## src/rtl/pxm_pkg.sv

```systemverilog
package pxm_pkg;
    typedef enum logic [1:0] {
        ST_IDLE = 2'd0,
        ST_RUN  = 2'd1,
        ST_HOLD = 2'd2,
        ST_DONE = 2'd3
    } xfer_state_e;

    localparam int NFLAG = 6;
    localparam int FL_XERR  = 0;
    localparam int FL_XDONE = 1;
    localparam int FL_WMARK = 2;
    localparam int FL_CAERR = 3;
    localparam int FL_CDONE = 4;
    localparam int FL_CFG   = 5;

    localparam logic [2:0] A_CTRL = 3'd0;
    localparam logic [2:0] A_STAT = 3'd1;
    localparam logic [2:0] A_CLR  = 3'd2;
    localparam logic [2:0] A_GEOM = 3'd3;
    localparam logic [2:0] A_FMT  = 3'd4;
    localparam logic [2:0] A_FILL = 3'd5;

    localparam logic [3:0] SRC_FMT_LAST = 4'd11;
    localparam logic [2:0] DST_FMT_LAST = 3'd4;
endpackage

```

## src/rtl/pxm_cfg_check.sv

```systemverilog
module pxm_cfg_check #(
    parameter int LINE_W = 16,
    parameter int PPL_W  = 14
) (
    input  logic [LINE_W-1:0] lines,
    input  logic [PPL_W-1:0]  ppl,
    input  logic [1:0]        mode,
    input  logic [3:0]        src_fmt,
    input  logic [2:0]        dst_fmt,
    output logic              cfg_ok
);
    import pxm_pkg::*;

    logic uses_src;

    always_comb begin
        uses_src = (mode == 2'd1) || (mode == 2'd2);
        cfg_ok   = (lines != '0) && (ppl != '0) && (dst_fmt <= DST_FMT_LAST)
                   && !(uses_src && (src_fmt > SRC_FMT_LAST));
    end
endmodule

```

## src/rtl/pxm_flags.sv

```systemverilog
module pxm_flags #(
    parameter int N = 6
) (
    input  logic         clk,
    input  logic         rst_n,
    input  logic [N-1:0] set_vec,
    input  logic [N-1:0] clr_vec,
    input  logic [N-1:0] en_vec,
    output logic [N-1:0] flags,
    output logic         irq
);
    for (genvar i = 0; i < N; i++) begin : g_flag
        always_ff @(posedge clk or negedge rst_n) begin
            if (!rst_n)
                flags[i] <= 1'b0;
            else if (set_vec[i])
                flags[i] <= 1'b1;
            else if (clr_vec[i])
                flags[i] <= 1'b0;
        end
    end

    assign irq = |(flags & en_vec);
endmodule

```

## src/rtl/pxm_fsm.sv

```systemverilog
module pxm_fsm (
    input  logic                  clk,
    input  logic                  rst_n,
    input  logic                  launch,
    input  logic                  abort_req,
    input  logic                  susp,
    input  logic                  dp_done,
    input  logic                  dp_error,
    output pxm_pkg::xfer_state_e  state,
    output pxm_pkg::xfer_state_e  state_nx,
    output logic                  busy,
    output logic                  running,
    output logic                  hold
);
    import pxm_pkg::*;

    always_ff @(posedge clk or negedge rst_n) begin
        if (!rst_n)
            state <= ST_IDLE;
        else
            state <= state_nx;
    end

    always_comb begin
        state_nx = state;
        unique case (state)
            ST_IDLE: if (launch) state_nx = ST_RUN;
            ST_RUN: begin
                if (abort_req)                state_nx = ST_IDLE;
                else if (dp_done || dp_error) state_nx = ST_DONE;
                else if (susp)                state_nx = ST_HOLD;
            end
            ST_HOLD: begin
                if (abort_req)  state_nx = ST_IDLE;
                else if (!susp) state_nx = ST_RUN;
            end
            ST_DONE: state_nx = launch ? ST_RUN : ST_IDLE;
        endcase
    end

    always_comb begin
        running = (state == ST_RUN);
        hold    = (state == ST_HOLD);
        busy    = running || hold;
    end
endmodule

```

## src/rtl/pxm_ctrl.sv

```systemverilog
module pxm_ctrl #(
    parameter int LINE_W = 16,
    parameter int PPL_W  = 14,
    parameter int ADDR_W = 3
) (
    input  logic              clk,
    input  logic              rst_n,
    input  logic              reg_we,
    input  logic [ADDR_W-1:0] reg_addr,
    input  logic [31:0]       reg_wdata,
    output logic [31:0]       reg_rdata,
    output logic              dp_start,
    output logic              dp_hold,
    input  logic              dp_done,
    input  logic              dp_error,
    input  logic              dp_line_mark,
    input  logic              clut_done,
    input  logic              clut_access_err,
    output logic              irq
);
    import pxm_pkg::*;

    xfer_state_e state, state_nx;
    logic busy, running, hold;
    logic ctrl_wr, clr_wr, launch_try, launch_ok, abort_req, cfg_ok, in_run;
    logic [NFLAG-1:0] ien_q, flags, set_vec, clr_vec;
    logic [1:0]        mode_q;
    logic              susp_q, dp_start_q;
    logic [LINE_W-1:0] lines_q;
    logic [PPL_W-1:0]  ppl_q;
    logic [3:0]        src_fmt_q;
    logic [2:0]        dst_fmt_q;
    logic [31:0]       fill_q;

    always_comb begin
        ctrl_wr    = reg_we && (reg_addr == ADDR_W'(A_CTRL));
        clr_wr     = reg_we && (reg_addr == ADDR_W'(A_CLR));
        launch_try = ctrl_wr && reg_wdata[0] && !busy;
        launch_ok  = launch_try && cfg_ok;
        abort_req  = ctrl_wr && reg_wdata[2] && busy;
        in_run     = running && !abort_req;
    end

    pxm_cfg_check #(.LINE_W(LINE_W), .PPL_W(PPL_W)) u_cfg (
        .lines   (lines_q),
        .ppl     (ppl_q),
        .mode    (reg_wdata[17:16]),
        .src_fmt (src_fmt_q),
        .dst_fmt (dst_fmt_q),
        .cfg_ok  (cfg_ok)
    );

    pxm_fsm u_fsm (
        .clk       (clk),
        .rst_n     (rst_n),
        .launch    (launch_ok),
        .abort_req (abort_req),
        .susp      (susp_q),
        .dp_done   (dp_done),
        .dp_error  (dp_error),
        .state     (state),
        .state_nx  (state_nx),
        .busy      (busy),
        .running   (running),
        .hold      (hold)
    );

    always_comb begin
        set_vec           = '0;
        set_vec[FL_XERR]  = in_run && dp_error;
        set_vec[FL_XDONE] = in_run && dp_done && !dp_error;
        set_vec[FL_WMARK] = in_run && dp_line_mark;
        set_vec[FL_CAERR] = clut_access_err;
        set_vec[FL_CDONE] = clut_done;
        set_vec[FL_CFG]   = launch_try && !cfg_ok;
        clr_vec           = clr_wr ? reg_wdata[NFLAG-1:0] : '0;
    end

    pxm_flags #(.N(NFLAG)) u_flags (
        .clk     (clk),
        .rst_n   (rst_n),
        .set_vec (set_vec),
        .clr_vec (clr_vec),
        .en_vec  (ien_q),
        .flags   (flags),
        .irq     (irq)
    );

    always_ff @(posedge clk or negedge rst_n) begin
        if (!rst_n) begin
            ien_q      <= '0;
            mode_q     <= '0;
            susp_q     <= 1'b0;
            dp_start_q <= 1'b0;
            lines_q    <= '0;
            ppl_q      <= '0;
            src_fmt_q  <= '0;
            dst_fmt_q  <= '0;
            fill_q     <= '0;
        end else begin
            dp_start_q <= launch_ok;
            if (ctrl_wr) begin
                ien_q <= reg_wdata[8 +: NFLAG];
                if (!busy) mode_q <= reg_wdata[17:16];
            end
            if (state_nx != ST_RUN && state_nx != ST_HOLD)
                susp_q <= 1'b0;
            else if (ctrl_wr)
                susp_q <= reg_wdata[1];
            if (reg_we && !busy) begin
                if (reg_addr == ADDR_W'(A_GEOM)) begin
                    lines_q <= reg_wdata[LINE_W-1:0];
                    ppl_q   <= reg_wdata[16 +: PPL_W];
                end
                if (reg_addr == ADDR_W'(A_FMT)) begin
                    src_fmt_q <= reg_wdata[3:0];
                    dst_fmt_q <= reg_wdata[10:8];
                end
                if (reg_addr == ADDR_W'(A_FILL))
                    fill_q <= reg_wdata;
            end
        end
    end

    assign dp_start = dp_start_q;
    assign dp_hold  = hold;

    always_comb begin
        reg_rdata = '0;
        unique case (reg_addr)
            ADDR_W'(A_CTRL): begin
                reg_rdata[0]          = busy;
                reg_rdata[1]          = susp_q;
                reg_rdata[8 +: NFLAG] = ien_q;
                reg_rdata[17:16]      = mode_q;
            end
            ADDR_W'(A_STAT): reg_rdata[NFLAG-1:0] = flags;
            ADDR_W'(A_GEOM): begin
                reg_rdata[LINE_W-1:0] = lines_q;
                reg_rdata[16 +: PPL_W] = ppl_q;
            end
            ADDR_W'(A_FMT): begin
                reg_rdata[3:0]  = src_fmt_q;
                reg_rdata[10:8] = dst_fmt_q;
            end
            ADDR_W'(A_FILL): reg_rdata = fill_q;
            default: reg_rdata = '0;
        endcase
    end
endmodule

```

## config.mk

```make
export PLATFORM = sky130hd
export DESIGN_NAME = pxm_ctrl
export DESIGN_NICKNAME = d
export VERILOG_FILES = /design/src/rtl/pxm_pkg.sv /design/src/rtl/pxm_cfg_check.sv /design/src/rtl/pxm_flags.sv /design/src/rtl/pxm_fsm.sv /design/src/rtl/pxm_ctrl.sv
export SDC_FILE = /design/constraint.sdc
export NUM_CORES = 1
export LEC_CHECK = 0
export ABC_AREA = 0
export BUFFER_PORTS_ARGS = -buffer_cell sky130_fd_sc_hd__buf_2
export CAP_MARGIN = 20
export CORE_MARGIN = 4
export CORE_UTILIZATION = 50
export DETAILED_ROUTE_END_ITERATION = 8
export GPL_TIMING_DRIVEN = 0
export PLACE_DENSITY = 0.81
export SLEW_MARGIN = 20
export SYNTH_ARGS = -nofsm -noshare
export SYNTH_HDL_FRONTEND = slang
export SYNTH_SLANG_ARGS = --single-unit
```

## constraint.sdc

```tcl
create_clock -name clk -period 1.9 [get_ports clk]
set_input_delay 0.095 -clock clk [delete_from_list [all_inputs] [get_ports clk]]
set_output_delay 0.095 -clock clk [all_outputs]
set_load 0.005 [all_outputs]
```

==> impl_metrics.py, run 1 <==
metrics = {
    "detailed_routing": {
        "drt_iter0_markers": 180,
        "wl_per_cell_um": 19.5,
        "antenna_left": 0,
        "drt_wl_total_um": 10700,
        "drcViolationCount": 0,
        "avgViaCountPerCell": 5.82,
        "drt-pass1-iter-count": 4,
        "vias": 3211,
    },
    "power": {
        "p_leak_nw": 2.52,
        "p_int_mw": 4.63,
        "switching_share": 0.319,
        "power.total_mw": 6.79,
        "peakVddDrop_uv": 664,
        "switchingPower_mw": 2.16,
        "pwr-share-seq": 0.486,
        "powerDensity_nw_per_um2": 1270,
        "p_comb_frac": 0.315,
        "power.share.clock": 0.199,
    },
    "placed_design": {
        "post-place-ws_ps": -228,
        "gp_congestion": 0.846,
        "dp_hpwl_um": 7430,
        "place.detailed.instances": 508,
        "port_buffers": 75,
    },
    "critical_path": {
        "cp_top_family": "multiplexers",
        "path_class": "flop to output port",
        "slowest_stage": "mux4_2",
        "critical_path_arrival_ps": 1830,
        "end_kind": "output port",
        "critPathMaxStageDelay_ps": 440,
        "cp_num_buf_inv": 2,
        "required_ps": 1800,
        "path_cells": "inv_2, ha_4, mux4_2, a22o_1, buf_2",
        "path_max_fanout": 4,
        "cp-start-kind": "flop",
    },
    "synth": {
        "ys_warn_count": 0,
        "synth-seq-cells": 87,
        "synth_flop_cell": "dfrtp_1",
        "yosys.area_share.xor_xnor": 0.00204,
        "syn_inst": 327,
        "synth_area_leaders": "dfrtp_1, mux2_4, mux2_1",
        "netlist_area_um2": 4300,
        "synth-edff-count": 0,
        "synth-seq-area-share": 0.507,
        "yosysTopAreaCell": "dfrtp_1",
        "muxShareOfSynthArea": 0.256,
        "synthSimpleGateAreaFrac": 0.0728,
        "synth_nets": 374,
        "async_flop_share": 1.00,
        "synth-adder-area-share": 0.0117,
        "synth_compound_area_frac": 0.110,
        "synth_top_family_by_area": "multiplexers",
        "avgSynthCellArea_um2": 13.1,
        "synth_top_area_share": 0.507,
        "ys_types": 40,
    },
    "sta": {
        "fin_setup_tns_ps": -22.8,
        "layout_setup_ws_ps": -22.8,
        "finalSetupViolCount": 1,
        "rsz0062_at_grt": "true",
        "slew_violations": 0,
        "clock_skew_ps": 10.4,
        "timing.fmax_mhz": 520,
        "finalHoldViolations": 0,
        "layout_min_cycle_time_ps": 1920,
        "relSlewSlack": 0.569,
        "worst_pin_slew_ps": 646,
        "fin_crit_sh": 1.01,
    },
    "floorplanning": {
        "dieArea_um2": 10100,
        "dieWidth_um": 101,
        "start_util": 0.518,
        "die_h_um": 101,
        "pin_count": 78,
        "coreArea_um2": 8300,
        "rows": 33,
    },
    "clock_tree": {
        "numCtsBuffers": 9,
        "clock_latency_ps": 360,
        "cts_sinks": 87,
        "path_clk_slew_ps": 90,
        "clock_path_buffers": 2,
        "htreeDepth": 3,
        "root_buffer": "clkbuf_8",
        "tritoncts": "built",
    },
    "grt": {
        "antenna_found_initial": 0,
        "track_usage": 0.225,
        "grt_max_degree": 51,
        "grt_pass1_wl_um": 17600,
        "grt.overflow.total": 0,
        "first_global_vias": 3384,
    },
    "status": {
        "status": "finished with violations",
        "failed_checks": "negative setup slack",
    },
    "final_layout": {
        "fin_cells": 552,
        "nets": 489,
        "fill_cells": 659,
        "area_delta_synth_final_pct": 24.2,
        "drive_gt1_frac": 0.387,
        "n_antenna_cell": 0,
    },
    "hold_path": {
        "hp-class": "input port to flop",
    },
    "job": {
        "cap_viol_max_count": 0,
    },
}
-- power groups by stage --
stage	combinational, mW	sequential (mW)	clock (mW)
2_1_floorplan	1.51	3.08	0
3_3_place_gp	1.91	3.23	0
3_5_place_dp	2.00	3.29	0
4_1_cts	2.14	3.26	1.37
5_1_grt	2.37	3.40	1.45
6_report	2.14	3.30	1.35
-- cell usage after synthesis, drive strengths merged, types with 2 or more instances --
| cell | number |
|---|---|
| ha | 4 |
| clkbuf | 5 |
| mux2i | 2 |
| nand2 | 18 |
| and3 | 7 |
| nor4 | 7 |
| buf | 14 |
| a21oi | 3 |
| nand3b | 2 |
| inv | 9 |
| nor2b | 3 |
| dfrtp | 87 |
| o21ai | 18 |
| a31oi | 2 |
| nand4 | 3 |
| mux2 | 82 |
| a22oi | 13 |
| and2 | 7 |
| nor2 | 4 |
| nand3 | 3 |
| a22o | 21 |
| a21o | 3 |
| mux4 | 2 |
-- per-stage QoR --
| stage | instance area (um2) | hold slack, ps | util |
|---|---|---|---|
| after floorplan | 4300 | -201 | - |
| after global placement | 4800 | 274 | 0.579 |
| after detailed placement | 4820 | 165 | 0.581 |
| after CTS | 5320 | 2.42 | 0.641 |
| after global routing | 5340 | 3.40 | 0.643 |
| final | 5340 | 5.00 | 0.643 |
-- layout make-up --
cell class | instances | area, um2 | area share
sequential | 87 | 2180 | 0.408
multi-input combinational | 212 | 1980 | 0.371
timing repair buffer | 104 | 671 | 0.126
buffer | 19 | 140 | 0.0263
clock buffer | 10 | 138 | 0.0258
tap | 105 | 131 | 0.0246
clock inverter | 6 | 67.6 | 0.0127
inverter | 9 | 33.8 | 0.00633
-- per-layer routing --
metal	global-route usage	share of wire	routed length, um
met5	0	0	0
met4	0.0777	0.017	178
met3	0.0346	0.062	666
met2	0.374	0.48	5200
met1	0.301	0.44	4690
-- registers in the layout (all words and copies together) (netlist names) --
| name | cells |
|---|---|
| fill_q | 32 |
| lines_q | 16 |
| ppl_q | 14 |
| ien_q | 6 |
| u_flags.flags | 6 |
| src_fmt_q | 4 |
| dst_fmt_q | 3 |
| mode_q | 2 |
| u_fsm.state | 2 |
| dp_start | 1 |
| susp_q | 1 |
-- path summary, 6_finish.rpt --
kind                                     startpoint                        to  slack (ps)  depth (start not counted)
max reg2reg                u_fsm.state[0]$_DFF_PN0_  dst_fmt_q[1]$_DFFE_PN0P_          90                          6
min in group asynchronous                     rst_n    fill_q[31]$_DFFE_PN0P_         290                          2
min reg2reg                  fill_q[31]$_DFFE_PN0P_    fill_q[31]$_DFFE_PN0P_         510                          1
min                                    reg_wdata[8]    lines_q[8]$_DFFE_PN0P_           5                          2
max                        u_fsm.state[0]$_DFF_PN0_              reg_rdata[0]         -20                          5
max in group asynchronous                     rst_n      ppl_q[0]$_DFFE_PN0P_         950                          3
-- kinds of logic (layout without fill, tap and decap cells) --
| kind of cell | Yosys count | in the layout |
|---|---|---|
| DFF | 87 | 87 |
| muxes | 86 | 86 |
| AOI/OAI and AO/OA | 65 | 65 |
| and+or+nand+nor | 56 | 56 |
| buffers and inverters | 28 | 148 |
| adders and majority gates | 4 | 4 |
| xor gates and xnor gates | 1 | 1 |
-- cell usage in the layout, fill, tap and decap left out, types with 2 or more instances in the layout --
cell,synthesis,final
mux2_2,20,20
nor2_2,1,2
nand2_1,18,18
a22o_1,21,21
clkbuf_1,5,5
nand3b_1,2,2
dfrtp_1,87,87
clkbuf_8,0,10
a21oi_1,2,2
a31oi_1,2,2
o21ai_0,17,17
mux4_2,2,2
ha_1,4,3
and2_1,7,7
nand4_1,3,3
and3_1,6,6
buf_2,4,78
inv_2,1,3
nor2b_1,3,3
dlygate4sd3_1,0,25
a21o_1,3,3
nor4_1,7,4
mux2_4,30,30
mux2_1,32,32
buf_6,7,7
clkinvlp_4,0,2
inv_1,8,6
mux2i_1,2,2
a22oi_1,13,13
nor2_1,3,2
buf_4,3,7
inv_6,0,2
nand3_1,3,3
nor4_2,0,3
-- worst reg2reg max path: stages, from the launching register on --
cell and delay, ps:
dfrtp_1 410, inv_2 90, ha_4 210, inv_1 130
nand4_1 130, nor2_2 350, mux2_2 390
-- repair_timing --
action                                  4_1_cts  5_1_grt
endpoints found under the setup margin       68        2
hold buffers                                 25        0
resized for setup                             4        3
buffers inserted                              3        0
endpoints found under the hold margin        91        0
cloned                                        0        0
Power figures use the tool's default switching activity.
==> inputs of run 2 (changes only) <==
==> constraint.sdc (replaced) <==
create_clock -name clk -period 1.9 [get_ports clk]
set_input_delay 0 -clock clk [delete_from_list [all_inputs] [get_ports clk]]
set_output_delay 0 -clock clk [all_outputs]
set_load 0.005 [all_outputs]
==> run 2 against run 1 <==
The flow now finishes without violations. Critical path depth up 1. Maximum frequency up 4.7%. Clock skew down 0.93 ps. Highest routed layer unchanged.
==> impl_metrics.py, run 2 (same netlist as run 1, synthesis figures left out) <==
metrics = {
    "critical_path": {
        "required_ps": 2140,
        "path_class": "flop to flop",
        "path_max_fanout": 5,
        "end_kind": "flop",
        "cp-start-kind": "flop",
        "critical_path_arrival_ps": 2070,
    },
    "sta": {
        "finalHoldViolations": 0,
        "timing.fmax_mhz": 544,
        "worst_pin_slew_ps": 642,
        "fin_setup_tns_ps": 0,
        "clock_skew_ps": 9.52,
        "slew_violations": 0,
        "fin_crit_sh": 0.967,
        "finalSetupViolCount": 0,
        "relSlewSlack": 0.572,
        "layout_min_cycle_time_ps": 1840,
        "layout_setup_ws_ps": 63.2,
        "rsz0062_at_grt": "true",
    },
    "grt": {
        "grt_max_degree": 51,
        "track_usage": 0.228,
        "first_global_vias": 3453,
        "grt.overflow.total": 0,
        "antenna_found_initial": 0,
        "grt_pass1_wl_um": 17800,
    },
    "detailed_routing": {
        "antenna_left": 0,
        "drt_wl_total_um": 10900,
        "avgViaCountPerCell": 5.77,
        "drcViolationCount": 0,
        "drt-pass1-iter-count": 5,
        "wl_per_cell_um": 19.2,
        "drt_iter0_markers": 202,
        "vias": 3285,
    },
    "final_layout": {
        "layout_commonest_cell": "dfrtp_1",
        "final_cell_area_um2": 5520,
        "fin_util": 0.665,
        "seq_area_um2": 2180,
        "fin_cells": 569,
        "fill_cells": 634,
        "n_antenna_cell": 0,
        "reg_top3": "fill_q: 32 flops, lines_q: 16 flops, ppl_q: 14 flops",
        "drive_gt1_frac": 0.375,
        "area_delta_synth_final_pct": 28.5,
        "multi_input_comb_area_um2": 1990,
        "nets": 506,
        "final_cell_mix": "dfrtp_1, buf_2, dlygate4sd3_1",
        "largest_register_ffs": 32,
        "largest-register": "fill_q",
    },
    "floorplanning": {
        "dieArea_um2": 10100,
        "rows": 33,
        "start_util": 0.518,
        "pin_count": 78,
        "coreArea_um2": 8300,
        "die_h_um": 101,
        "dieWidth_um": 101,
    },
    "clock_tree": {
        "clock_latency_ps": 360,
        "clock_path_buffers": 2,
        "htreeDepth": 3,
        "tritoncts": "built",
        "numCtsBuffers": 9,
        "path_clk_slew_ps": 100,
        "cts_sinks": 87,
        "root_buffer": "clkbuf_8",
    },
    "job": {
        "cap_viol_max_count": 0,
    },
    "status": {
        "status": "completed",
    },
    "placed_design": {
        "place.detailed.instances": 508,
        "port_buffers": 75,
        "placed_cell_area_um2": 4820,
        "gp_congestion": 0.846,
        "post-place-ws_ps": -228,
        "dp_hpwl_um": 7430,
    },
    "power": {
        "p_leak_nw": 2.58,
        "peakVddDrop_uv": 669,
        "p_int_mw": 4.66,
        "power.share.clock": 0.196,
        "pwr-share-seq": 0.482,
        "switching_share": 0.318,
        "p_comb_frac": 0.321,
        "switchingPower_mw": 2.18,
        "powerDensity_nw_per_um2": 1240,
    },
    "hold_path": {
        "hp-class": "input port to asynchronous set/reset pin",
    },
}
run 2: cell types whose count changed in the layout (fill, tap and decap cells not counted):
cell,previous run,this run
buf_4,7,6
ha_1,3,2
ha_2,0,1
a31oi_1,2,1
a31oi_2,0,1
dlygate4sd3_1,25,43
run 2: power groups by stage:
stage	clock network (mW)	logic, mW	registers [mW]
finish	1.34	2.20	3.30
global route	1.45	2.43	3.40
CTS	1.37	2.16	3.25
global placement	0	1.91	3.23
detailed placement	0	2.00	3.29
floorplan	0	1.51	3.08
run 2: per-stage QoR:
step,power [mW],hold WS (ps)
3_3_place_gp,5.14,179
3_5_place_dp,5.29,69.8
6_report,6.84,200
2_1_floorplan,4.59,-296
4_1_cts,6.79,205
5_1_grt,7.28,227
run 2: per-layer routing:
layer  share of wire  wire length (um)  vias to the layer above  track usage
met5               0                 0                        -            0
met4           0.022               243                        0       0.0850
met3           0.066               721                       25       0.0346
met2            0.48              5230                      123        0.378
met1            0.43              4750                     1670        0.302
li1                -                 -                     1467            -
run 2: final timing paths:
check	to	startpoint	depth (start not counted)	slack (ps)
max	u_flags.flags[1]$_DFFE_PN0P_	u_fsm.state[0]$_DFF_PN0_	6	60
min reg2reg	fill_q[31]$_DFFE_PN0P_	fill_q[31]$_DFFE_PN0P_	1	510
min	fill_q[31]$_DFFE_PN0P_	rst_n	2	200
max reg2reg	u_flags.flags[1]$_DFFE_PN0P_	u_fsm.state[0]$_DFF_PN0_	6	60
min in group clk	src_fmt_q[3]$_DFFE_PN0P_	reg_addr[2]	4	220
max in group asynchronous	ien_q[4]$_DFFE_PN0N_	rst_n	3	1040
run 2: cell type report:
class                      count  area share
tap                          105      0.0238
sequential                    87       0.395
clock buffer                  10      0.0249
inverter                       9     0.00612
timing repair buffer         121       0.153
buffer                        19      0.0254
clock inverter                 6      0.0122
multi-input combinational    212       0.360
run 2: timing repair:
item | 4_1_cts | 5_1_grt
gates resized for setup | 2 | 7
hold buffers | 43 | 0
setup buffers | 2 | 0
endpoints found under the hold margin | 132 | 0
endpoints found under the setup margin | 68 | 16
run 2: critical path, stage by stage (launching register included):
cell and delay, ps:
dfrtp_1 410, buf_4 150, ha_2 210, inv_1 70, a31oi_2 50, a32o_1 280
dlygate4sd3_1 560
==> inputs of run 3 (changes only) <==
--- a/config.mk
+++ b/config.mk
@@ -5,7 +5,7 @@
 export SDC_FILE = /design/constraint.sdc
 export NUM_CORES = 1
 export LEC_CHECK = 0
-export ABC_AREA = 0
+export ABC_AREA = 1
 export BUFFER_PORTS_ARGS = -buffer_cell sky130_fd_sc_hd__buf_2
 export CAP_MARGIN = 20
 export CORE_MARGIN = 4
==> run 3 against run 2 <==
Sequential cell count unchanged. Area after synthesis about the same. Worst hold slack got worse by 170 ps. Non-clock buffer count increased by 1. Count of clock-buffer cells in the layout unchanged. Critical path type unchanged. Clock skew about the same. Sequential power decreased by 5%. Combinational power increased by 13%. Critical endpoint is now susp_q$_DFFE_PN0P_. Wire length increased by 7.0%. Cell area increased by 0.77%.
==> impl_metrics.py, run 3 <==
metrics = {
    "detailed_routing": {
        "dr_wl_met3_um": 645,
        "drt_wl_total_um": 11700,
        "drt-pass1-iter-count": 5,
        "avgViaCountPerCell": 5.27,
        "drcViolationCount": 0,
        "m1WireLength_um": 5130,
        "dr_wl_met2_um": 5660,
        "drt_iter0_markers": 292,
        "antenna_left": 0,
        "wl_per_cell_um": 15.8,
        "highest_layer": "met4",
        "vias": 3913,
    },
    "clock_tree": {
        "numCtsBuffers": 9,
        "clock_latency_ps": 360,
        "root_buffer": "clkbuf_8",
        "htreeDepth": 3,
        "path_clk_slew_ps": 80,
        "tritoncts": "built",
        "cts_sinks": 87,
        "clock_path_buffers": 2,
    },
    "final_layout": {
        "area_delta_synth_final_pct": 29.3,
        "fill_cells": 646,
        "largest_register_ffs": 32,
        "drive_gt1_frac": 0.251,
        "reg_top3": "fill_q: 32 flops, lines_q: 16 flops, ppl_q: 14 flops",
        "final_cell_area_um2": 5560,
        "n_antenna_cell": 0,
        "largest-register": "fill_q",
        "fin_util": 0.670,
        "final_cell_mix": "nand2_1, dfrtp_1, buf_2",
        "layout_commonest_cell": "nand2_1",
        "seq_area_um2": 2180,
        "multi_input_comb_area_um2": 1760,
        "nets": 679,
    },
    "sta": {
        "layout_setup_ws_ps": 76.8,
        "layout_min_cycle_time_ps": 1820,
        "timing.fmax_mhz": 548,
        "fin_crit_sh": 0.960,
        "clock_skew_ps": 9.11,
        "finalHoldViolations": 0,
        "relSlewSlack": 0.545,
        "worst_pin_slew_ps": 682,
        "slew_violations": 0,
        "finalSetupViolCount": 0,
    },
    "hold_path": {
        "hp-class": "input port to flop",
    },
    "synth": {
        "async_flop_share": 1.00,
        "post-synth-top-count-cell": "nand2_1",
        "ys_warn_count": 0,
        "syn_inst": 498,
        "synth-seq-area-share": 0.506,
        "synth_nets": 545,
        "synth_area_leaders": "dfrtp_1, nand2_1, inv_1",
        "synth-edff-count": 0,
        "synth-seq-cells": 87,
        "avgSynthCellArea_um2": 8.63,
        "netlist_area_um2": 4300,
        "synth_top_area_share": 0.506,
        "yosysTopAreaCell": "dfrtp_1",
        "ys_types": 28,
        "synth_common_cells": "nand2_1, dfrtp_1, inv_1",
        "synth_flop_cell": "dfrtp_1",
    },
    "critical_path": {
        "end_kind": "flop",
        "slowest_stage": "dfrtp_1",
        "critical_path_arrival_ps": 2070,
        "required_ps": 2150,
        "path_class": "flop to flop",
        "critPathMaxStageDelay_ps": 410,
        "path_max_fanout": 5,
        "path_cells": "inv_2, ha_4, nor2_4, nand3_4, nor2_4, nand4_1, nand2_1, nand2_2, nor2_1, nor2_1",
        "cp-start-kind": "flop",
    },
    "floorplanning": {
        "dieArea_um2": 10100,
        "pin_count": 78,
        "start_util": 0.518,
        "die_h_um": 101,
        "coreArea_um2": 8300,
        "dieWidth_um": 101,
        "rows": 33,
    },
    "power": {
        "peakVddDrop_uv": 615,
        "p_leak_nw": 2.81,
        "powerDensity_nw_per_um2": 1290,
    },
    "placed_design": {
        "port_buffers": 77,
        "placed_cell_area_um2": 4850,
        "gp_congestion": 0.926,
        "post-place-ws_ps": -325,
        "dp_hpwl_um": 8080,
    },
    "grt": {
        "track_usage": 0.242,
        "grt.overflow.total": 0,
        "grt_pass1_wl_um": 19100,
        "first_global_vias": 3927,
        "antenna_found_initial": 0,
        "grt_max_degree": 59,
    },
    "status": {
        "status": "completed",
    },
    "job": {
        "cap_viol_max_count": 0,
    },
}
## run 3: cell types whose count changed after synthesis, moves of 10 or more
| cell | delta |
|---|---|
| a22o_1 | -21 |
| a22oi_1 | -10 |
| inv_1 | +64 |
| mux2_1 | -32 |
| mux2_2 | -20 |
| mux2_4 | -20 |
| nand2_1 | +115 |
| nor2_1 | +33 |
| o21ai_0 | +33 |
| o21ai_2 | +28 |
## run 3: layout make-up
class,instances,share of cell area
Buffer,18,0.0216
Clock buffer,10,0.0230
Clock inverter,6,0.0196
Inverter,75,0.0506
Multi-Input combinational cell,318,0.317
Sequential cell,87,0.392
Tap cell,105,0.0236
Timing Repair Buffer,123,0.153
## run 3: stage by stage
step           hold slack (ps)  cells  setup TNS [ps]  total power, mW
6_report                  34.3    742               0             7.18
5_1_grt                   56.7    742           -68.7             7.67
4_1_cts                   17.2    739               0             7.08
3_5_place_dp             -36.6    681            -652             5.41
3_3_place_gp               205    680            -517             5.27
2_1_floorplan             -296    498               0             4.69
## run 3: per-layer routing
metal / up-vias / track usage
met1: 1871 / 0.333
met3: 25 / 0.0332
met4: 0 / 0.0964
li1: 1863 / -
met2: 154 / 0.386
met5: - / 0
## run 3: cell families (layout without fill, tap and decap cells)
logic type	after synthesis	after routing	synth area share
adders and majority gates	4	4	0.0116
DFF	87	87	0.506
and+or+nand+nor	187	187	0.176
muxes	10	10	0.0349
buffers and inverters	93	232	0.0934
AOI/OAI and AO/OA	117	117	0.178
## run 3: where the power goes
part	total [mW]	internal, mW	switching (mW)
sequential	3.15	2.68	0.471
clock	1.54	0.872	0.666
combinational	2.48	1.14	1.35
## run 3: worst paths after layout
path | start | to | slack [ps] | depth (start not counted)
worst max-delay path | u_fsm.state[0]$_DFF_PN0_ | susp_q$_DFFE_PN0P_ | 80 | 10
worst min-delay path | reg_addr[0] | mode_q[1]$_DFFE_PN0P_ | 30 | 4
worst max register to register | u_fsm.state[0]$_DFF_PN0_ | susp_q$_DFFE_PN0P_ | 80 | 10
worst min register to register | src_fmt_q[1]$_DFFE_PN0P_ | src_fmt_q[1]$_DFFE_PN0P_ | 500 | 2
max in group asynchronous | rst_n | fill_q[2]$_DFFE_PN0P_ | 1150 | 3
min in group asynchronous | rst_n | ppl_q[5]$_DFFE_PN0P_ | 110 | 2
## run 3: repair_timing
action | 4_1_cts | 5_1_grt
hold buffers | 39 | 0
resized for setup | 7 | 4
pin swaps | 3 | 3
setup buffers | 3 | 3
hold endpoints to repair | 164 | 0
endpoints found under the setup margin | 9 | 10
## run 3: critical path, delay by kind of cell, from the launching register on
| family | cells | cell delay (ps) |
|---|---|---|
| AND/OR/NAND/NOR | 8 | 990 |
| adder cells (fa/ha/maj) | 1 | 230 |
| flip-flops | 1 | 410 |
| buffers and inverters | 1 | 100 |
